<file path="src/rtl/rsh_pkg.sv">
package rsh_pkg;
  typedef enum logic [1:0] {
    RSH_LOAD = 2'd0,
    RSH_GROW = 2'd1,
    RSH_HOLD = 2'd2
  } rsh_act_e;
endpackage

</file>
<file path="src/rtl/rsh_gap_detect.sv">
module rsh_gap_detect #(
  parameter int LINE_W = 11,
  parameter int THR_W  = 7
) (
  input  logic              main_en_i,
  input  logic              sub_en_i,
  input  logic              sub_prog_i,
  input  logic [THR_W-1:0]  thr_i,
  input  logic [LINE_W-1:0] main_wr_i,
  input  logic [LINE_W-1:0] sub_wr_i,
  input  logic [LINE_W-1:0] rd_i,
  output logic              misalign_o
);
  localparam int CW = (LINE_W > THR_W) ? LINE_W : THR_W;

  logic [LINE_W-1:0] diff_main, diff_sub, dist_sub;
  logic [CW-1:0]     dist_x, thr_x;
  logic              main_off, sub_off;

  always_comb begin
    diff_main = main_wr_i - rd_i;
    diff_sub  = sub_wr_i - rd_i;
    // circular distance: take the shorter way round
    dist_sub  = diff_sub[LINE_W-1] ? (~diff_sub + 1'b1) : diff_sub;
    dist_x    = CW'(dist_sub);
    thr_x     = CW'(thr_i);
    main_off  = |diff_main;
    if (sub_prog_i) sub_off = dist_x > thr_x;
    else            sub_off = |diff_sub;
    misalign_o = main_en_i & (main_off | (sub_en_i & sub_off));
  end
endmodule

</file>
<file path="src/rtl/rsh_step_acc.sv">
module rsh_step_acc
  import rsh_pkg::*;
#(
  parameter int LINE_W = 11,
  parameter int STEP_W = 4
) (
  input  logic              clk,
  input  logic              rst_n,
  input  logic              frame_start_i,
  input  logic              main_en_i,
  input  logic              misalign_i,
  input  logic [STEP_W-1:0] step_i,
  input  logic [LINE_W-1:0] base_i,
  output logic [LINE_W-1:0] delay_o,
  output logic              busy_o
);
  logic [LINE_W-1:0] delay_q, delay_d, grown;
  logic [LINE_W:0]   sum;
  logic              busy_q, busy_d;
  rsh_act_e          act;

  always_comb begin
    if (!main_en_i)      act = RSH_LOAD;
    else if (misalign_i) act = RSH_GROW;
    else                 act = RSH_HOLD;
    sum   = {1'b0, delay_q} + (LINE_W+1)'(step_i);
    grown = sum[LINE_W] ? {LINE_W{1'b1}} : sum[LINE_W-1:0];
    case (act)
      RSH_LOAD: begin delay_d = base_i;  busy_d = 1'b0; end
      RSH_GROW: begin delay_d = grown;   busy_d = 1'b1; end
      default:  begin delay_d = delay_q; busy_d = 1'b0; end
    endcase
  end

  always_ff @(posedge clk or negedge rst_n) begin
    if (!rst_n) begin
      delay_q <= '0;
      busy_q  <= 1'b0;
    end else if (frame_start_i) begin
      delay_q <= delay_d;
      busy_q  <= busy_d;
    end
  end

  assign delay_o = delay_q;
  assign busy_o  = busy_q;


  hold_between_chk: assert property (@(posedge clk) disable iff (!rst_n)
    !frame_start_i |=> $stable(delay_q) && $stable(busy_q));

  off_load_chk: assert property (@(posedge clk) disable iff (!rst_n)
    frame_start_i && !main_en_i |=> delay_q == $past(base_i) && !busy_q);

  no_wrap_chk: assert property (@(posedge clk) disable iff (!rst_n)
    frame_start_i && main_en_i && misalign_i |=> busy_q && delay_q >= $past(delay_q));

  aligned_hold_chk: assert property (@(posedge clk) disable iff (!rst_n)
    frame_start_i && main_en_i && !misalign_i |=> $stable(delay_q) && !busy_q);
endmodule

</file>
<file path="src/rtl/rsh_ctrl.sv">
module rsh_ctrl #(
  parameter int LINE_W = 11,
  parameter int STEP_W = 4,
  parameter int THR_W  = 7
) (
  input  logic              clk,
  input  logic              rst_n,
  input  logic              frame_start_i,
  input  logic              shift_main_en_i,
  input  logic              shift_sub_en_i,
  input  logic              sub_prog_i,
  input  logic [STEP_W-1:0] step_i,
  input  logic [THR_W-1:0]  prog_thr_i,
  input  logic [LINE_W-1:0] base_delay_i,
  input  logic [LINE_W-1:0] main_wr_line_i,
  input  logic [LINE_W-1:0] sub_wr_line_i,
  input  logic [LINE_W-1:0] rd_line_i,
  output logic [LINE_W-1:0] delay_o,
  output logic              shift_busy_o
);
  logic [1:0] rst_sync_q;
  logic       rst_int_n;
  logic       misalign;

  always_ff @(posedge clk or negedge rst_n) begin
    if (!rst_n) rst_sync_q <= 2'b00;
    else        rst_sync_q <= {rst_sync_q[0], 1'b1};
  end
  assign rst_int_n = rst_sync_q[1];

  rsh_gap_detect #(.LINE_W(LINE_W), .THR_W(THR_W)) u_gap (
    .main_en_i  (shift_main_en_i),
    .sub_en_i   (shift_sub_en_i),
    .sub_prog_i (sub_prog_i),
    .thr_i      (prog_thr_i),
    .main_wr_i  (main_wr_line_i),
    .sub_wr_i   (sub_wr_line_i),
    .rd_i       (rd_line_i),
    .misalign_o (misalign)
  );

  rsh_step_acc #(.LINE_W(LINE_W), .STEP_W(STEP_W)) u_acc (
    .clk           (clk),
    .rst_n         (rst_int_n),
    .frame_start_i (frame_start_i),
    .main_en_i     (shift_main_en_i),
    .misalign_i    (misalign),
    .step_i        (step_i),
    .base_i        (base_delay_i),
    .delay_o       (delay_o),
    .busy_o        (shift_busy_o)
  );
endmodule

</file>
<file path="config.mk">
export PLATFORM = sky130hd
export DESIGN_NAME = rsh_ctrl
export DESIGN_NICKNAME = d
export VERILOG_FILES = /design/src/rtl/rsh_pkg.sv /design/src/rtl/rsh_gap_detect.sv /design/src/rtl/rsh_step_acc.sv /design/src/rtl/rsh_ctrl.sv
export SDC_FILE = /design/constraint.sdc
export NUM_CORES = 1
export LEC_CHECK = 0
export CORE_MARGIN = 2
export CORE_UTILIZATION = 51
export DETAILED_ROUTE_END_ITERATION = 6
export DONT_BUFFER_PORTS = 1
export GPL_TIMING_DRIVEN = 0
export PLACE_DENSITY = 0.79
export SYNTH_ARGS = -nofsm -noshare
export SYNTH_HDL_FRONTEND = slang
export SYNTH_SLANG_ARGS = --single-unit
</file>
<file path="constraint.sdc">
create_clock -name clk -period 0.8 [get_ports clk]
set_input_delay 0.08 -clock clk [delete_from_list [all_inputs] [get_ports clk]]
set_output_delay 0.08 -clock clk [all_outputs]
set_load 0.1 [all_outputs]
</file>
==> out/metrics.csv, run 1 <==
metric,value,unit
fin_util,65.53,%
core,4384,um2
finalPower,5342,uW
start_kind,primary input,
ios,73,
cts_max_level,1,
final_common_cell,ha_1,
grt_pass1_vias,2287,
detail-route-antenna-nets,0,
insertion_delay,250,ps
wl_per_cell,17.85,um
tightest_slew,926.1,ps
ys_seq_area_share,14.90,%
synth_top_cell_area_share,17.56,%
dpl_worst_slack,-3143,ps
worstSetupEndpointType,flip-flop,
grt_max_degree,13,
cp_max_fo,5,
p_per_area,1860,nW/um2
syn_area,2351,um2
grt_pass1_wl,10.16,mm
crit_path_frequent_cell,a21oi_1,
finalHoldViolations,0,
final.period_utilization,438.7,%
ir_drop,1991,uV
critPathLaunch,sub_wr_line_i[0],
status,finished with violations,
start_util,53.62,%
synthTopCellsByArea,"ha_1 (18%), dfrtp_1 (15%), a21oi_1 (4.9%)",
pwr-share-seq,38.2,%
ys.flop_type,dfrtp_1,
dr.pass1.iters,6,
setup-violations-final,24,
path_clk_slew,60,ps
p_comb_share,48.6,%
initialDrtViolationCount,184,
fin_skew,2.067,ps
root_buffer,clkbuf_8,
tritoncts,done,
drc,0,
numCtsBuffers,3,
drt_wl_total,6.460,mm
via_per_inst,6.555,
synth_nets,388,
p_sw,2789,uW
synth_edf_count,0,
avgSynthCellArea,8.051,um2
p_int,2554,uW
drv_slew,0,
areaGrowthSynthToFinish,22.19,%
die_area,5169,um2
crit_required,990,ps
grt_setup_unrepaired,yes,
cp_num_buf_inv,2,
yosysUniqueCellTypes,62,
postPlaceCellArea,2477,um2
rows,24,
power.share.clock,13.2,%
cp_cell_sequence,inv_12 -> ha_4 -> fa_2 -> and2b_2 -> o2111a_1 -> o211ai_2 -> a211o_1 -> nor2_1 -> a21oi_1 -> ha_1 -> nor2b_4 -> o21a_1 -> o21ai_1 -> and3b_1 -> o21ai_2 -> a21oi_4 -> a31oi_4 -> buf_6 -> a21oi_1 -> o22a_1,
crit_slowest_cell,a211o_1,
relSlewSlack,38.26,%
layout_setup_ws,-2710,ps
synth_seq_cells,14,
violations,negative setup slack,
path_class,in -> reg,
cellLeakagePower,0.001257,uW
layout-drive-gt1-share,23.23,%
nNetsFinal,407,
synth_top_cell_by_area,ha_1,
power_switching_share,52.20,%
place_congestion,0.8786,
clockBufferDepth,2,
numPortBuffers,0,
crit_arrival,3700,ps
synthArstFlopShare,100.0,%
min-delay-start,base_delay_i[2],
ys_warn_count,0,
reg2reg_slack,-2050,ps
fmax,0.2849,GHz
crit-reg2reg-launch,u_acc.delay_o[3]$_DFFE_PN0P_,
design_area,2873,um2
final_cell_mix,"ha_1 (32), inv_1 (27), nand2_1 (20)",
dp_hpwl,4.515,mm
grt-ovfl-total,0,
grt_use_total,24.53,%
slowest_delay,380,ps
syn_inst,292,
cp_top_family,compound AO/OA/AOI/OAI gates,
vias,2373,
antenna_cells,0,
die_h,71.90,um
cap_violations,0,
hold_class,in -> reg,
clock_sinks,14,
antenna_found_initial,0,
layout_min_cycle_time,3510,ps
die_x,71.90,um
## sequential cells by signal (all words and copies together), names as in the netlist
signal and cells:
rst_sync_q 2, u_acc.busy_o 1, u_acc.delay_o 11
## what timing repair did
action,CTS,global route
gates cloned,3,0
endpoints found under the hold margin,3,0
setup buffers,7,2
resized for setup,35,18
pin swaps,17,16
hold buffers,2,0
setup endpoints to repair,24,24
## per-layer routing
layer | global-route usage, % | vias up | part of all wire, %
met5 | 0 | - | 0
li1 | - | 1124 | -
met1 | 28.40 | 1112 | 38
met4 | 10.06 | 0 | 3.2
met2 | 44.34 | 112 | 51
met3 | 4.583 | 25 | 7.6
## metrics by stage
step / hold slack (ps) / std cells / TNS [ps]
6_report: 23.23 / 362 / -34200
5_1_grt: 47.59 / 362 / -36080
4_1_cts: 23.78 / 360 / -33170
3_5_place_dp: -215.5 / 344 / -37840
3_3_place_gp: -215.5 / 344 / -36870
2_1_floorplan: -215.6 / 292 / -32110
## logic make-up after synthesis
kind of cell | count (synthesis) | synth area share [%]
flops | 14 | 14.90
simple gates | 91 | 20.92
other cells | 1 | 0.1595
xor+xnor | 16 | 5.960
buf+inv | 34 | 6.067
compound gates | 91 | 28.47
mux | 10 | 4.258
fa+ha+maj | 35 | 19.27
## cell usage after synthesis (5+ instances only)
library cell,count
a2bb2oi_1,5
ha_1,33
nand2_1,20
xnor2_1,11
nor2_1,15
o21ai_0,11
nand3_1,10
a21oi_1,23
and3_1,8
a31oi_1,5
inv_1,28
mux2i_1,10
a21o_1,6
xor2_1,5
dfrtp_1,14
nor2b_1,7
nand4_1,5
o21a_1,5
## final timing paths
kind	endpoint	depth (start not counted)
min reg2reg	u_acc.delay_o[4]$_DFFE_PN0P_	0
min in group asynchronous	rst_sync_q[0]$_DFF_PN0_	1
max reg2reg	u_acc.delay_o[0]$_DFFE_PN0P_	8
min	u_acc.delay_o[2]$_DFFE_PN0P_	2
max in group asynchronous	u_acc.delay_o[5]$_DFFE_PN0P_	0
max	u_acc.delay_o[5]$_DFFE_PN0P_	20
## layout make-up
| class | instances | area (um2) |
|---|---|---|
| inverter | 28 | 117.6 |
| timing repair buffer | 14 | 145.1 |
| clock buffer | 4 | 55.05 |
| multi-input combinational | 244 | 2047 |
| buffer | 6 | 51.30 |
| fill | 340 | 1511 |
| tap | 52 | 65.06 |
| sequential | 14 | 391.6 |
## power by group through the flow
stage | sequential, uW | combinational [uW] | clock, uW
finish | 2040 | 2600 | 707
global route | 2060 | 2870 | 731
CTS | 2030 | 2420 | 709
detailed placement | 1970 | 2150 | 0
global placement | 1970 | 2060 | 0
floorplan | 1920 | 1790 | 0
Power figures use the tool's default switching activity.
==> inputs of run 2 (changes only) <==
CTS_CLUSTER_SIZE = 12   (was not set)
HOLD_SLACK_MARGIN = 0.12   (was not set)
SYNTH_HIERARCHICAL = 1   (was not set)
==> run 2 against run 1 <==
Cell count shrank 1.1%. Critical endpoint is now u_acc/delay_o[5]$_DFFE_PN0P_. Hold slack got worse by 34 ps. Via count shrank 6.9%. Largest cell class unchanged. The run ends with negative hold slack, negative setup slack left. Register-to-register slack improved by 480 ps. Routed wire length down 5.7%. Combinational power shrank 6%. Flip-flop and latch count stayed put. Power down 9.3%. First-iteration DRC count down 14%.
==> out/metrics.csv, run 2 <==
metric,value,unit
cp_top_family,compound AO/OA/AOI/OAI gates,
path_clk_slew,60,ps
drv_slew,0,
insertion_delay,250,ps
syn_area,2141,um2
synth_top_cell_by_area,ha_1,
grt_use_total,25.27,%
place_congestion,0.8627,
tritoncts,done,
relSlewSlack,63.11,%
nNetsFinal,405,
use_met2,46.03,%
drc,0,
ys_seq_area_share,16.36,%
grt_pass1_vias,2128,
grt-ovfl-total,0,
clock_sinks,14,
grt_max_degree,13,
yosysUniqueCellTypes,59,
path_class,in -> reg,
cts_max_level,1,
root_buffer,clkbuf_8,
antenna_found_initial,0,
yosysMostFrequentCell,ha_1,
layout_min_cycle_time,3770,ps
grt_setup_unrepaired,yes,
p_int,2470,uW
final_cell_mix,"ha_1 (31), inv_1 (28), nor2_1 (22)",
synthAdderAreaFrac,21.16,%
worstSetupEndpointType,flip-flop,
cap_violations,0,
layout_setup_ws,-2970,ps
avgSynthCellArea,7.900,um2
crit_required,960,ps
synth_top_family_by_area,compound AO/OA/AOI/OAI gates,
fin_util,70.81,%
die_h,68.79,um
start_kind,primary input,
vias,2210,
grtUsageMet1,28.70,%
synth_seq_cells,14,
synthMuxAreaShare,1.461,%
postPlaceCellArea,2267,um2
pwr-share-seq,34.7,%
grt.busiest_layer,met2,
largest_register_ffs,11,
final.period_utilization,471.3,%
synth_nets,367,
cp_max_fo,8,
die_x,68.79,um
cp_cell_sequence,inv_12 -> ha_4 -> fa_2 -> nor2b_4 -> o21ai_4 -> a22o_1 -> a211oi_4 -> buf_6 -> nor2_4 -> a21oi_2 -> ha_1 -> nor2b_4 -> o211ai_1 -> a21oi_2 -> a211oi_2 -> o21ai_1 -> o211ai_1 -> o2111ai_1 -> o31a_1 -> inv_2 -> nor2_4 -> a311oi_2 -> a21oi_1 -> a21oi_1,
grt_pass1_wl,9.156,mm
core,4029,um2
via_per_inst,6.173,
fin_skew,2.252,ps
finalPower,4845,uW
dr.pass1.iters,4,
cp_num_buf_inv,3,
drt_wl_total,6.094,mm
synth-xor-area-share,7.715,%
violations,"negative hold slack, negative setup slack",
final_common_cell,ha_1,
slowest_delay,360,ps
status,finished with violations,
synthTopCellsByArea,"ha_1 (19%), dfrtp_1 (16%), inv_1 (5.3%)",
dpl_worst_slack,-3498,ps
start_util,53.14,%
dp_hpwl,4.089,mm
crit_slowest_cell,fa_2,
hold_class,in -> reg,
tightest_slew,553.4,ps
ys_warn_count,6,
wl_per_cell,17.02,um
antenna_cells,0,
p_comb_share,50.5,%
design_area,2853,um2
grt_use_met3,5.195,%
ir_drop,1304,uV
cellLeakagePower,0.001253,uW
synth_edf_count,0,
layout-drive-gt1-share,27.92,%
synth_compound_area_share,28.70,%
initialDrtViolationCount,158,
fmax,0.2652,GHz
p_per_area,1698,nW/um2
cts_hold_buf,11,
setup-violations-final,24,
areaGrowthSynthToFinish,33.26,%
numPortBuffers,0,
crit_arrival,3930,ps
yosys-top-cells-count,"ha_1 (33), inv_1 (30), nor2_1 (25)",
ios,73,
hold_ws,-10.70,ps
p_sw,2375,uW
numCtsBuffers,3,
synthSimpleGateAreaFrac,18.70,%
rows,23,
ys.flop_type,dfrtp_1,
synthArstFlopShare,100.0,%
detail-route-antenna-nets,0,
syn_inst,271,
clockBufferDepth,2,
synth_top_cell_area_share,19.29,%
power.share.clock,14.8,%
power_switching_share,49.03,%
die_area,4732,um2
finalHoldViolations,1,
[run 2: final cells by class]
cell class	count	area [um2]
Buffer	2	16.27
Multi-Input combinational cell	225	1908
Fill cell	307	1176
Clock buffer	4	55.05
Inverter	30	125.1
Tap cell	50	62.56
Timing Repair Buffer	33	290.3
Sequential cell	14	395.4
[run 2: stage by stage]
stage	cells	setup TNS (ps)
floorplan	271	-34240
global placement	321	-39530
detailed placement	321	-40320
CTS	345	-35280
global route	358	-39450
finish	358	-36190
[run 2: path summary, 6_finish.rpt]
path                                               from                             to  slack, ps  cells after the start
max reg2reg                u_acc/delay_o[0]$_DFFE_PN0P_  u_acc/delay_o[10]$_DFFE_PN0P_      -1570                      7
max in group asynchronous                         rst_n        rst_sync_q[1]$_DFF_PN0_         50                      2
min                                       frame_start_i       u_acc/busy_o$_DFFE_PN0P_        -10                      1
max                                    sub_wr_line_i[0]   u_acc/delay_o[5]$_DFFE_PN0P_      -2970                     24
min in group asynchronous       rst_sync_q[1]$_DFF_PN0_   u_acc/delay_o[3]$_DFFE_PN0P_        230                      0
min reg2reg                     rst_sync_q[1]$_DFF_PN0_   u_acc/delay_o[3]$_DFFE_PN0P_        230                      0
[run 2: cells by family (layout without fill, tap and decap cells)]
logic type               after synthesis  in the layout
buffers and inverters                 32             69
flip-flops                            14             14
adder cells (fa/ha/maj)               35             35
AND/OR/NAND/NOR                       79             79
AO/OA/AOI/OAI                         89             89
other                                  1              1
multiplexers                           3              3
XOR/XNOR                              18             18
[run 2: repair_timing]
item | CTS | global route
buffers inserted | 9 | 13
setup endpoints to repair | 24 | 24
gates resized for setup | 35 | 25
endpoints found under the hold margin | 13 | 2
pin swaps | 15 | 14
[run 2: power by group through the flow]
stage / clock network [uW] / registers, uW / logic, uW
global route: 736 / 1700 / 2710
floorplan: 0 / 1590 / 1560
global placement: 0 / 1620 / 1780
detailed placement: 0 / 1630 / 1850
CTS: 721 / 1670 / 2150
finish: 716 / 1680 / 2450
[run 2: worst register-to-register path, delay by kind of cell, from the launching register on]
family                     cells  cell delay [ps]
AOI/OAI and AO/OA              3              590
adders and majority gates      2              710
and+or+nand+nor                2              360
DFF                            1              620
[run 2: per-layer routing]
layer	vias up	routed length [um]
met5	-	0
met4	0	146
met3	18	417
met2	84	3256
met1	1040	2273
li1	1068	-
